**config.mk**
```make
export PLATFORM = sky130hd
export DESIGN_NAME = hb_gate_ctrl
export DESIGN_NICKNAME = d
export VERILOG_FILES = /design/src/rtl/hb_gate_pkg.sv /design/src/rtl/hb_sync.sv /design/src/rtl/hb_phase.sv /design/src/rtl/hb_gate_ctrl.sv
export SDC_FILE = /design/constraint.sdc
export NUM_CORES = 1
export LEC_CHECK = 0
export BUFFER_PORTS_ARGS = -buffer_cell sky130_fd_sc_hd__buf_4
export CAP_MARGIN = 10
export CORE_UTILIZATION = 56
export CTS_CLUSTER_DIAMETER = 50
export DETAILED_ROUTE_END_ITERATION = 8
export GPL_TIMING_DRIVEN = 0
export PLACE_DENSITY = 0.77
export SLEW_MARGIN = 20
export SYNTH_ARGS = -nofsm -noshare
export SYNTH_HDL_FRONTEND = slang
export SYNTH_SLANG_ARGS = --single-unit
```
**constraint.sdc**
```tcl
create_clock -name clk_i -period 2.1 [get_ports clk_i]
set_clock_uncertainty 0.1 [all_clocks]
set_input_delay 0.105 -clock clk_i [delete_from_list [all_inputs] [get_ports clk_i]]
set_output_delay 0.105 -clock clk_i [all_outputs]
set_load 0.03 [all_outputs]
```
**src/rtl/hb_gate_pkg.sv**
```systemverilog
package hb_gate_pkg;

  typedef struct packed {
    logic hi;
    logic lo;
  } gate_pair_t;

  // drive table: shutdown wins, conflicting or idle commands leave the bridge open
  function automatic gate_pair_t table_drive(logic sd_n, logic h, logic l);
    gate_pair_t r;
    r.hi = sd_n & h & ~l;
    r.lo = sd_n & l & ~h;
    return r;
  endfunction

endpackage

```
**src/rtl/hb_sync.sv**
```systemverilog
module hb_sync #(
  parameter int W = 1
) (
  input  logic         clk_i,
  input  logic         rst_ni,
  input  logic [W-1:0] d_i,
  output logic [W-1:0] q_o
);

  logic [W-1:0] meta_q, sync_q;

  always_ff @(posedge clk_i or negedge rst_ni) begin
    if (!rst_ni) begin
      meta_q <= '0;
      sync_q <= '0;
    end else begin
      meta_q <= d_i;
      sync_q <= meta_q;
    end
  end

  assign q_o = sync_q;

endmodule

```
**src/rtl/hb_phase.sv**
```systemverilog
module hb_phase
  import hb_gate_pkg::*;
#(
  parameter int DEAD_CYC = 36
) (
  input  logic clk_i,
  input  logic rst_ni,
  input  logic sd_n_i,
  input  logic hi_cmd_i,
  input  logic lo_cmd_i,
  input  logic vcc_low_i,
  input  logic boot_low_i,
  output logic hi_o,
  output logic lo_o
);

  localparam int CW = (DEAD_CYC < 2) ? 1 : $clog2(DEAD_CYC);

  gate_pair_t    req;
  logic          want_hi, want_lo;
  logic          hi_q, lo_q, hi_n, lo_n;
  logic          expired, fall;
  logic [CW-1:0] cnt_q, cnt_n;

  always_comb begin
    req     = table_drive(sd_n_i, hi_cmd_i, lo_cmd_i);
    want_hi = req.hi & ~vcc_low_i & ~boot_low_i;
    want_lo = req.lo & ~vcc_low_i;
    expired = (cnt_q == '0);
    // turn-on only from fully open bridge with dead time spent
    hi_n    = want_hi & (hi_q | (expired & ~lo_q));
    lo_n    = want_lo & (lo_q | (expired & ~hi_q));
    fall    = (hi_q & ~hi_n) | (lo_q & ~lo_n);
    if (fall)         cnt_n = CW'(DEAD_CYC - 1);
    else if (expired) cnt_n = '0;
    else              cnt_n = cnt_q - CW'(1);
  end

  always_ff @(posedge clk_i or negedge rst_ni) begin
    if (!rst_ni) begin
      hi_q  <= 1'b0;
      lo_q  <= 1'b0;
      cnt_q <= '0;
    end else begin
      hi_q  <= hi_n;
      lo_q  <= lo_n;
      cnt_q <= cnt_n;
    end
  end

  assign hi_o = hi_q;
  assign lo_o = lo_q;

endmodule

```
**src/rtl/hb_gate_ctrl.sv**
```systemverilog
module hb_gate_ctrl #(
  parameter int NUM_PH   = 3,
  parameter int DEAD_CYC = 36
) (
  input  logic              clk_i,
  input  logic              rst_ni,
  input  logic              shdn_ni,
  input  logic [NUM_PH-1:0] hi_cmd_i,
  input  logic [NUM_PH-1:0] lo_cmd_i,
  input  logic [NUM_PH-1:0] vcc_low_i,
  input  logic [NUM_PH-1:0] boot_low_i,
  output logic [NUM_PH-1:0] hi_gate_o,
  output logic [NUM_PH-1:0] lo_gate_o
);

  localparam int SW = 2 * NUM_PH + 1;

  logic [SW-1:0]     sync_d, sync_q;
  logic              sd_n_s;
  logic [NUM_PH-1:0] hi_s, lo_s;

  assign sync_d = {shdn_ni, hi_cmd_i, lo_cmd_i};

  hb_sync #(.W(SW)) u_sync (
    .clk_i  (clk_i),
    .rst_ni (rst_ni),
    .d_i    (sync_d),
    .q_o    (sync_q)
  );

  assign {sd_n_s, hi_s, lo_s} = sync_q;

  for (genvar p = 0; p < NUM_PH; p++) begin : g_ph
    hb_phase #(.DEAD_CYC(DEAD_CYC)) u_phase (
      .clk_i      (clk_i),
      .rst_ni     (rst_ni),
      .sd_n_i     (sd_n_s),
      .hi_cmd_i   (hi_s[p]),
      .lo_cmd_i   (lo_s[p]),
      .vcc_low_i  (vcc_low_i[p]),
      .boot_low_i (boot_low_i[p]),
      .hi_o       (hi_gate_o[p]),
      .lo_o       (lo_gate_o[p])
    );
  end

endmodule

```
==> reports/summary.txt, run 1 <==
==============================================================================
Synthesized area per cell .......................................     11.9 um2
Crit path largest cell delay ....................................      0.50 ns
Starting utilization of the core area ...........................        0.606
CP Launch Type ..................................................         flop
Share of the synthesized area in compound gates (AO/OA/AOI/OAI) .        0.110
Global-route wire length before repair ..........................      5260 um
Num Clock Sinks .................................................           38
Quantity of I/O buffers inserted on ports .......................           20
Post-Syn Instances ..............................................          143
Chip width ......................................................      57.1 um
Die area ........................................................     3260 um2
Number of failing setup endpoints in the final timing report ....            0
Std-Cell Rows ...................................................           19
XOR/XNOR Fraction of Synth Area .................................       0.0361
Simple-Gate Fraction of Synth Area ..............................        0.200
Max Buffers Root-to-Sink ........................................            2
Htree depth .....................................................            2
Number of cells on the critical path ............................            3
Share of layout cells above drive strength 1 ....................        0.232
TritonCTS buffer count ..........................................            5
Adder-Cell Fraction of Synth Area ...............................       0.0442
Number of flip-flops and latches in the synthesized netlist .....           38
Average routed wire per standard cell ...........................      14.1 um
Sum of negative setup slack .....................................         0 ns
Via count of the first global-routing pass ......................         1298
Initial antenna violation count .................................            0
Yosys top cell area share .......................................        0.560
Unrepaired setup endpoints after global routing .................        false
Critical Path AT ................................................      1.83 ns
Endpoints failing hold ..........................................            0
Setup crit end kind .............................................         flop
Number of synthesis warnings ....................................            0
Std-Cell Core Area ..............................................     2810 um2
Pins over their slew limit ......................................            0
Reported leakage power ..........................................     0.903 nW
Reg-to-reg setup timing slack ...................................      0.46 ns
Result of the run ............................................... finished with violations
Pin slew with the least headroom to its limit ...................     0.461 ns
Drt initial violations ..........................................           40
Global route overflow ...........................................            0
Total wire length ...............................................      3050 um
Terminus of the critical flop-to-flop path ...................... g_ph[2].u_phase.cnt_q[5]
Top delay family on crit path ................................... simple AND/OR/NAND/NOR gates
Die H ...........................................................      57.1 um
Post-DP Area ....................................................     1890 um2
Overall Global Routing Usage ....................................        0.221
Post-detailed-placement half-perimeter wirelength ...............      2140 um
Capturing element of the worst setup path ....................... g_ph[2].u_phase.cnt_q[5]
Smallest hold slack .............................................     0.143 ns
Crit path required time .........................................      2.28 ns
Highest clock frequency the design can meet .....................      608 MHz
Layout-stage area growth over the synthesis result ..............        23.9%
Root buffer cell ................................................ sky130_fd_sc_hd__clkbuf_4
WP buf/inv ......................................................            0
Crit path launch ................................................ g_ph[2].u_phase.cnt_q[2]
Fraction of registers with async set/reset ......................         1.00
Count of pins on the block boundary .............................           21
Total chip power ................................................    0.00165 W
Number of flops mapped to enable cells by yosys .................            0
Chain of cells forming the critical path ........................ or3_4 > or4_1 > nand4_1
Dominant combinational cell family by area after synthesis ...... simple AND/OR/NAND/NOR gates
Largest area contributor in the netlist ......................... sky130_fd_sc_hd__dfrtp_1
Largest net degree at the start of global routing ...............           39
Mapped cell area ................................................     1700 um2
Classification of the worst setup path .......................... flop to flop
Rel. slew slack .................................................        0.693
Failing checks ..................................................          DRC
Number of inserted diodes .......................................            0
Clock transition at path regs ...................................      0.11 ns
Pwr/cell area ...................................................   781 nW/um2
GPL Wtd Cong ....................................................        0.811
Slowest cell on crit path ....................................... sky130_fd_sc_hd__or4_1
Worst flop-to-flop path startpoint .............................. g_ph[2].u_phase.cnt_q[2]
Share of the clock period used by the worst path ................        0.783
Layout Nets .....................................................          205
Clock latency on the worst-skew pair ............................      0.34 ns
VDD IR-drop max .................................................   0.000484 V
Average vias per placed instance ................................         5.58
Total of max-cap violations .....................................            0
Post-CTS Setup Inserts ..........................................            0
Cell variety after synth ........................................           29
Post-route cell area ............................................     2110 um2
Remaining DRCs ..................................................            2
CTS tree ........................................................          yes
Final ANT Viol Nets .............................................            0
Length of the first detailed-routing pass in iterations .........            6
Most area-consuming cells after synthesis ....................... sky130_fd_sc_hd__dfrtp_1, sky130_fd_sc_hd__ha_1, sky130_fd_sc_hd__xnor2_1, sky130_fd_sc_hd__nor3_1, sky130_fd_sc_hd__buf_4
Vias after detailed routing .....................................         1205
Syn_nets ........................................................          164
Dominant synthesized flop cell .................................. sky130_fd_sc_hd__dfrtp_1
Portion of netlist area occupied by mux cells ...................            0
Portion of the post-synthesis area used by sequential elements ..        0.560
Class of the worst hold path .................................... input pin to asynchronous set/reset pin
Post-route minimum period .......................................      1.64 ns
Path depth of the worst reg2reg path ............................            3
Critical Path Fanout Max ........................................            6
==============================================================================
-- through the flow --
step                std cells  worst slack, ns   util
detailed placement        194            0.477  0.673
global route              216            0.329  0.751
CTS                       216            0.454  0.751
finish                    216            0.455  0.751
global placement          194            0.517  0.673
floorplan                 143            0.558      -
-- placed cells by master, fill, tap and decap left out --
cell and n:
sky130_fd_sc_hd__ha_1 6, sky130_fd_sc_hd__o31ai_1 1, sky130_fd_sc_hd__or3_1 3, sky130_fd_sc_hd__nor4bb_1 2, sky130_fd_sc_hd__and4bb_2 1, sky130_fd_sc_hd__clkinv_2 2
sky130_fd_sc_hd__a211oi_2 1, sky130_fd_sc_hd__nor2_1 4, sky130_fd_sc_hd__dfrtp_1 38, sky130_fd_sc_hd__xnor2_1 7, sky130_fd_sc_hd__dlygate4sd3_1 14, sky130_fd_sc_hd__nand2b_1 6
sky130_fd_sc_hd__nor3b_1 1, sky130_fd_sc_hd__nand4bb_1 3, sky130_fd_sc_hd__a211oi_1 4, sky130_fd_sc_hd__o21ai_0 6, sky130_fd_sc_hd__or2_2 3, sky130_fd_sc_hd__clkbuf_4 5
sky130_fd_sc_hd__o22ai_1 1, sky130_fd_sc_hd__or3b_1 1, sky130_fd_sc_hd__or4_1 3, sky130_fd_sc_hd__nand4_1 3, sky130_fd_sc_hd__nor2b_1 2, sky130_fd_sc_hd__or3_4 3
sky130_fd_sc_hd__o21a_1 6, sky130_fd_sc_hd__nand4b_1 1, sky130_fd_sc_hd__nor4_1 4, sky130_fd_sc_hd__o211ai_1 6, sky130_fd_sc_hd__inv_1 11, sky130_fd_sc_hd__nor3_1 9
sky130_fd_sc_hd__a21bo_2 1, sky130_fd_sc_hd__buf_4 26, sky130_fd_sc_hd__bufinv_16 1
-- cells by family (layout without fill, tap and decap cells) --
logic type               count (synthesis)  count (layout)
AO/OA/AOI/OAI                           26              26
AND/OR/NAND/NOR                         49              49
flip-flops                              38              38
buffers and inverters                   17              59
adder cells (fa/ha/maj)                  6               6
XOR/XNOR                                 7               7
-- state kept, by name (all words and copies together) (netlist names) --
register and count:
g_ph.u_phase.cnt_q 18, u_sync.meta_q 7, g_ph.u_phase.lo_o 3, u_sync.q_o 7
g_ph.u_phase.hi_o 3
-- cell usage after synthesis (all sizes together), types with 2 or more instances --
cell type	count
nand4	3
o21ai	6
dfrtp	38
or3	6
nor2b	2
or4	3
nor3	9
nand2b	6
o211ai	6
nand4bb	3
a211oi	5
xnor2	7
ha	6
o21a	6
nor4bb	2
buf	6
or2	3
inv	11
nor2	4
nor4	4
-- area by class of cell --
| cell class | instances | area [um2] |
|---|---|---|
| Timing Repair Buffer | 34 | 290 |
| Tap cell | 31 | 38.8 |
| Sequential cell | 38 | 951 |
| Clock inverter | 3 | 40.0 |
| Inverter | 11 | 41.3 |
| Multi-Input combinational cell | 88 | 662 |
| Fill cell | 191 | 699 |
| Buffer | 6 | 45.0 |
| Clock buffer | 5 | 37.5 |
-- routing by layer --
metal  GRT usage  vias up  part of all wire  wire [um]
met2       0.403       29              0.54       1650
li1            -      594                 -          -
met1       0.235      575              0.40       1230
met5           0        -                 0          0
met4       0.122        0             0.020         60
met3      0.0522        7             0.037        114
-- worst min-delay path by stage --
stage / start / to / slack [ns] / depth (start not counted)
5_1_grt: rst_ni / g_ph[1].u_phase.cnt_q[1] / 0.16 / 2
4_1_cts: rst_ni / g_ph[2].u_phase.lo_o / 0.16 / 2
2_1_floorplan: rst_ni / g_ph[0].u_phase.cnt_q[0] / -0.29 / 0
6_report: rst_ni / g_ph[0].u_phase.cnt_q[5] / 0.14 / 2
3_5_place_dp: rst_ni / g_ph[0].u_phase.cnt_q[5] / -0.008 / 1
3_3_place_gp: rst_ni / g_ph[0].u_phase.cnt_q[5] / -0.01 / 1
-- worst register-to-register path, stage by stage (launching register included) --
cell	delay, ns
sky130_fd_sc_hd__dfrtp_1	0.44
sky130_fd_sc_hd__or3_4	0.43
sky130_fd_sc_hd__or4_1	0.50
sky130_fd_sc_hd__nand4_1	0.12
-- where the power goes --
group	internal, W	switching (W)	total, W
Combinational	0.000161	0.000137	0.000298
Sequential	0.000807	0.0000567	0.000864
Clock	0.000247	0.000237	0.000483
Total	0.00121	0.000431	0.00165
-- what timing repair did --
item | CTS | global route
gates resized for setup | 0 | 0
endpoints found under the hold margin | 56 | 0
hold buffers | 14 | 0
endpoints found under the setup margin | 0 | 0
No activity file was read; power rests on OpenSTA's default activity.
==> run 2, diff against run 1 <==
--- a/config.mk
+++ b/config.mk
@@ -5,13 +5,14 @@
 export SDC_FILE = /design/constraint.sdc
 export NUM_CORES = 1
 export LEC_CHECK = 0
+export ABC_AREA = 1
 export BUFFER_PORTS_ARGS = -buffer_cell sky130_fd_sc_hd__buf_4
 export CAP_MARGIN = 10
-export CORE_UTILIZATION = 56
+export CORE_UTILIZATION = 57
 export CTS_CLUSTER_DIAMETER = 50
 export DETAILED_ROUTE_END_ITERATION = 8
 export GPL_TIMING_DRIVEN = 0
-export PLACE_DENSITY = 0.77
+export PLACE_DENSITY = 0.78
 export SLEW_MARGIN = 20
 export SYNTH_ARGS = -nofsm -noshare
 export SYNTH_HDL_FRONTEND = slang
==> constraint.sdc (replaced) <==
create_clock -name clk_i -period 1.55 [get_ports clk_i]
set_clock_uncertainty 0.1 [all_clocks]
set_input_delay 0.0775 -clock clk_i [delete_from_list [all_inputs] [get_ports clk_i]]
set_output_delay 0.0775 -clock clk_i [all_outputs]
set_load 0.03 [all_outputs]
==> run 2 against run 1 <==
Effect of this change: the run now ends clean; count of clock-buffer cells in the layout unchanged; final cell count up 43%; routed wire length rose by 3.7%; hold slack got worse by 0.030 ns; register-to-register slack got worse by 0.26 ns; sequential power is 34% higher; core utilization is 0.26 points higher; sequential share of layout area shrank 4.5 points; critical path type unchanged; critical endpoint unchanged.
==> reports/summary.txt, run 2 <==
==============================================================================
Remaining DRCs ..................................................            0   was 2
Post-route minimum period .......................................      1.36 ns   was 1.64 ns
Share of the synthesized area in compound gates (AO/OA/AOI/OAI) .       0.0265   was 0.110
Chain of cells forming the critical path ........................ inv_2 > ha_1 > nand2_1 > nor2_2 > nand2_1 > nand3_1 > nand2_1   was or3_4 > or4_1 > nand4_1
Die H ...........................................................      59.5 um   was 57.1 um
Pin slew with the least headroom to its limit ...................     0.457 ns   was 0.461 ns
Count of pins on the block boundary .............................           21   unchanged
Number of inserted diodes .......................................            0   unchanged
Largest net degree at the start of global routing ...............           39   unchanged
Portion of the post-synthesis area used by sequential elements ..        0.504   was 0.560
Starting utilization of the core area ...........................        0.608   was 0.606
Final ANT Viol Nets .............................................            0   unchanged
Most frequent cell after synthesis .............................. sky130_fd_sc_hd__nand2_1   was sky130_fd_sc_hd__dfrtp_1
TritonCTS buffer count ..........................................            5   unchanged
Commonest non-fill, non-tap cell in the layout .................. sky130_fd_sc_hd__nand2_1   was sky130_fd_sc_hd__dfrtp_1
Class of the worst hold path .................................... input pin to asynchronous set/reset pin   unchanged
Unrepaired setup endpoints after global routing .................        false   unchanged
Die area ........................................................     3540 um2   was 3260 um2
Adder-Cell Fraction of Synth Area ...............................       0.0398   was 0.0442
Fraction of registers with async set/reset ......................         1.00   unchanged
Largest area contributor in the netlist ......................... sky130_fd_sc_hd__dfrtp_1   unchanged
Share of the clock period used by the worst path ................        0.877   was 0.783
Highest clock frequency the design can meet .....................      736 MHz   was 608 MHz
Drt initial violations ..........................................           83   was 40
Length of the first detailed-routing pass in iterations .........            4   was 6
Global-route wire length before repair ..........................      5640 um   was 5260 um
Sum of negative setup slack .....................................         0 ns   unchanged
Average vias per placed instance ................................         4.58   was 5.58
Clock latency on the worst-skew pair ............................      0.34 ns   about the same
Reported leakage power ..........................................      1.23 nW   was 0.903 nW
Global route overflow ...........................................            0   unchanged
Slowest cell on crit path ....................................... sky130_fd_sc_hd__dfrtp_1   was sky130_fd_sc_hd__or4_1
Endpoints failing hold ..........................................            0   unchanged
Yosys top cell area share .......................................        0.504   was 0.560
Syn_nets ........................................................          244   was 164
Post-Syn Instances ..............................................          223   was 143
Portion of netlist area occupied by mux cells ...................            0   unchanged
XOR/XNOR Fraction of Synth Area .................................      0.00929   was 0.0361
Total chip power ................................................    0.00246 W   was 0.00165 W
Chip width ......................................................      59.5 um   was 57.1 um
Post-detailed-placement half-perimeter wirelength ...............      2140 um   about the same
Via count of the first global-routing pass ......................         1380   was 1298
Most frequent cells after synthesis ............................. sky130_fd_sc_hd__nand2_1, sky130_fd_sc_hd__dfrtp_1, sky130_fd_sc_hd__inv_1   was sky130_fd_sc_hd__dfrtp_1, sky130_fd_sc_hd__inv_1, sky130_fd_sc_hd__nor3_1
Crit path required time .........................................      1.69 ns   was 2.28 ns
GPL Wtd Cong ....................................................        0.811   about the same
Setup crit end kind .............................................         flop   unchanged
Share of layout cells above drive strength 1 ....................        0.260   was 0.232
Max Buffers Root-to-Sink ........................................            2   unchanged
Register containing the most flip-flops in the final layout ..... g_ph.u_phase.cnt_q   unchanged
VDD IR-drop max .................................................   0.000935 V   was 0.000484 V
Classification of the worst setup path .......................... flop to flop   unchanged
Quantity of I/O buffers inserted on ports .......................           20   unchanged
Layout-stage area growth over the synthesis result ..............        24.0%   was 23.9%
Root buffer cell ................................................ sky130_fd_sc_hd__clkbuf_4   unchanged
Total of max-cap violations .....................................            0   unchanged
Dpl cells .......................................................          287   was 194
Average routed wire per standard cell ...........................      10.2 um   was 14.1 um
Number of flops mapped to enable cells by yosys .................            0   unchanged
Overall Global Routing Usage ....................................        0.217   was 0.221
Most area-consuming cells after synthesis ....................... sky130_fd_sc_hd__dfrtp_1, sky130_fd_sc_hd__nand2_1, sky130_fd_sc_hd__inv_1, sky130_fd_sc_hd__nand3_1, sky130_fd_sc_hd__nor2_1   was sky130_fd_sc_hd__dfrtp_1, sky130_fd_sc_hd__ha_1, sky130_fd_sc_hd__xnor2_1, sky130_fd_sc_hd__nor3_1, sky130_fd_sc_hd__buf_4
Std-Cell Core Area ..............................................     3100 um2   was 2810 um2
Number of failing setup endpoints in the final timing report ....            0   unchanged
Number of flip-flops and latches in the synthesized netlist .....           38   unchanged
Mapped cell area ................................................     1890 um2   was 1700 um2
Total wire length ...............................................      3170 um   was 3050 um
Synthesized area per cell .......................................     8.46 um2   was 11.9 um2
Crit path largest cell delay ....................................      0.39 ns   was 0.50 ns
Critical Path AT ................................................      1.50 ns   was 1.83 ns
Most frequent CP cell ........................................... sky130_fd_sc_hd__nand2_1
Layout Nets .....................................................          285   was 205
Final cell count without fillers ................................          309   was 216
Vias after detailed routing .....................................         1415   was 1205
Post-CTS Setup Inserts ..........................................            0   unchanged
Flip-flop count of the largest register after layout ............           18   unchanged
Rel. slew slack .................................................        0.695   was 0.693
Htree depth .....................................................            2   unchanged
Number of synthesis warnings ....................................            0   unchanged
Clock transition at path regs ...................................      0.12 ns   was 0.11 ns
Dominant combinational cell family by area after synthesis ...... simple AND/OR/NAND/NOR gates   unchanged
Pwr/cell area ...................................................  1050 nW/um2   was 781 nW/um2
Simple-Gate Fraction of Synth Area ..............................        0.317   was 0.200
CTS tree ........................................................          yes   unchanged
Pins over their slew limit ......................................            0   unchanged
Result of the run ............................................... finished clean   was finished with violations
Most used cells in the layout excluding fill and tap cells ...... sky130_fd_sc_hd__nand2_1, sky130_fd_sc_hd__dfrtp_1, sky130_fd_sc_hd__inv_1   was sky130_fd_sc_hd__dfrtp_1, sky130_fd_sc_hd__buf_4, sky130_fd_sc_hd__dlygate4sd3_1
Cell variety after synth ........................................           19   was 29
Dominant synthesized flop cell .................................. sky130_fd_sc_hd__dfrtp_1   unchanged
Initial antenna violation count .................................            0   unchanged
Critical Path Fanout Max ........................................            7   was 6
CP Launch Type ..................................................         flop   unchanged
Num Clock Sinks .................................................           38   unchanged
Std-Cell Rows ...................................................           20   was 19
==============================================================================
==> run 2: per-stage QoR <==
stage	hold slack [ns]	utilization	worst slack [ns]	area [um2]
after floorplan	-0.318	-	0.326	1890
after global placement	-0.0316	0.674	0.212	2090
after detailed placement	-0.0357	0.674	0.196	2090
after CTS	0.119	0.753	0.178	2340
after global routing	0.159	0.753	0.0357	2340
final	0.113	0.753	0.191	2340
==> run 2: path summary, 6_finish.rpt <==
path / startpoint / to / slack (ns) / depth (start not counted)
min in group clk_i: u_sync.meta_q[0] / u_sync.q_o[0] / 0.26 / 0
max in group asynchronous: rst_ni / g_ph[0].u_phase.cnt_q[0] / 0.91 / 2
hold reg to reg: u_sync.meta_q[0] / u_sync.q_o[0] / 0.26 / 0
hold / removal: rst_ni / g_ph[1].u_phase.hi_o / 0.11 / 2
setup reg to reg: g_ph[2].u_phase.cnt_q[0] / g_ph[2].u_phase.cnt_q[5] / 0.19 / 7
setup / recovery: g_ph[2].u_phase.cnt_q[0] / g_ph[2].u_phase.cnt_q[5] / 0.19 / 7
==> run 2: critical path, delay by kind of cell, from the launching register on <==
kind                     cells  cell delay [ns]
AND/OR/NAND/NOR              5             0.51
flip-flops                   1             0.39
adder cells (fa/ha/maj)      1             0.15
buffers and inverters        1             0.11
==> run 2: layout make-up <==
class                   count  area (um2)
well taps                  44        55.1
inverters                  40         150
flip-flops and latches     38         951
plain buffers               6        45.0
multi-input cells         139         739
fillers                   247         766
repair buffers             34         290
clock inverters             3        68.8
clock buffers               5        37.5
==> run 2: timing repair <==
| item | 4_1_cts | 5_1_grt |
|---|---|---|
| endpoints found under the hold margin | 54 | 0 |
| resized for setup | 0 | 0 |
| hold buffers | 14 | 0 |
==> run 2: cell families (layout without fill, tap and decap cells) <==
kind of cell             Yosys count  after routing
flip-flops                        38             38
AO/OA/AOI/OAI                      8              8
AND/OR/NAND/NOR                  123            123
XOR/XNOR                           2              2
buffers and inverters             46             88
adder cells (fa/ha/maj)            6              6
==> run 2: report_power, final <==
group	total, W	leakage [nW]	switching (W)	internal, W
Clock	0.000845	0.0554	0.000341	0.000504
Sequential	0.00116	0.457	0.0000665	0.00109
Combinational	0.000455	0.714	0.000267	0.000188
==> run 2: routing by layer <==
metal | share of wire | vias to the layer above | routed length [um] | track usage
li1 | - | 754 | - | -
met1 | 0.45 | 636 | 1430 | 0.263
met2 | 0.51 | 21 | 1610 | 0.377
met3 | 0.029 | 4 | 91 | 0.0459
met4 | 0.012 | 0 | 38 | 0.0831
met5 | 0 | - | 0 | 0
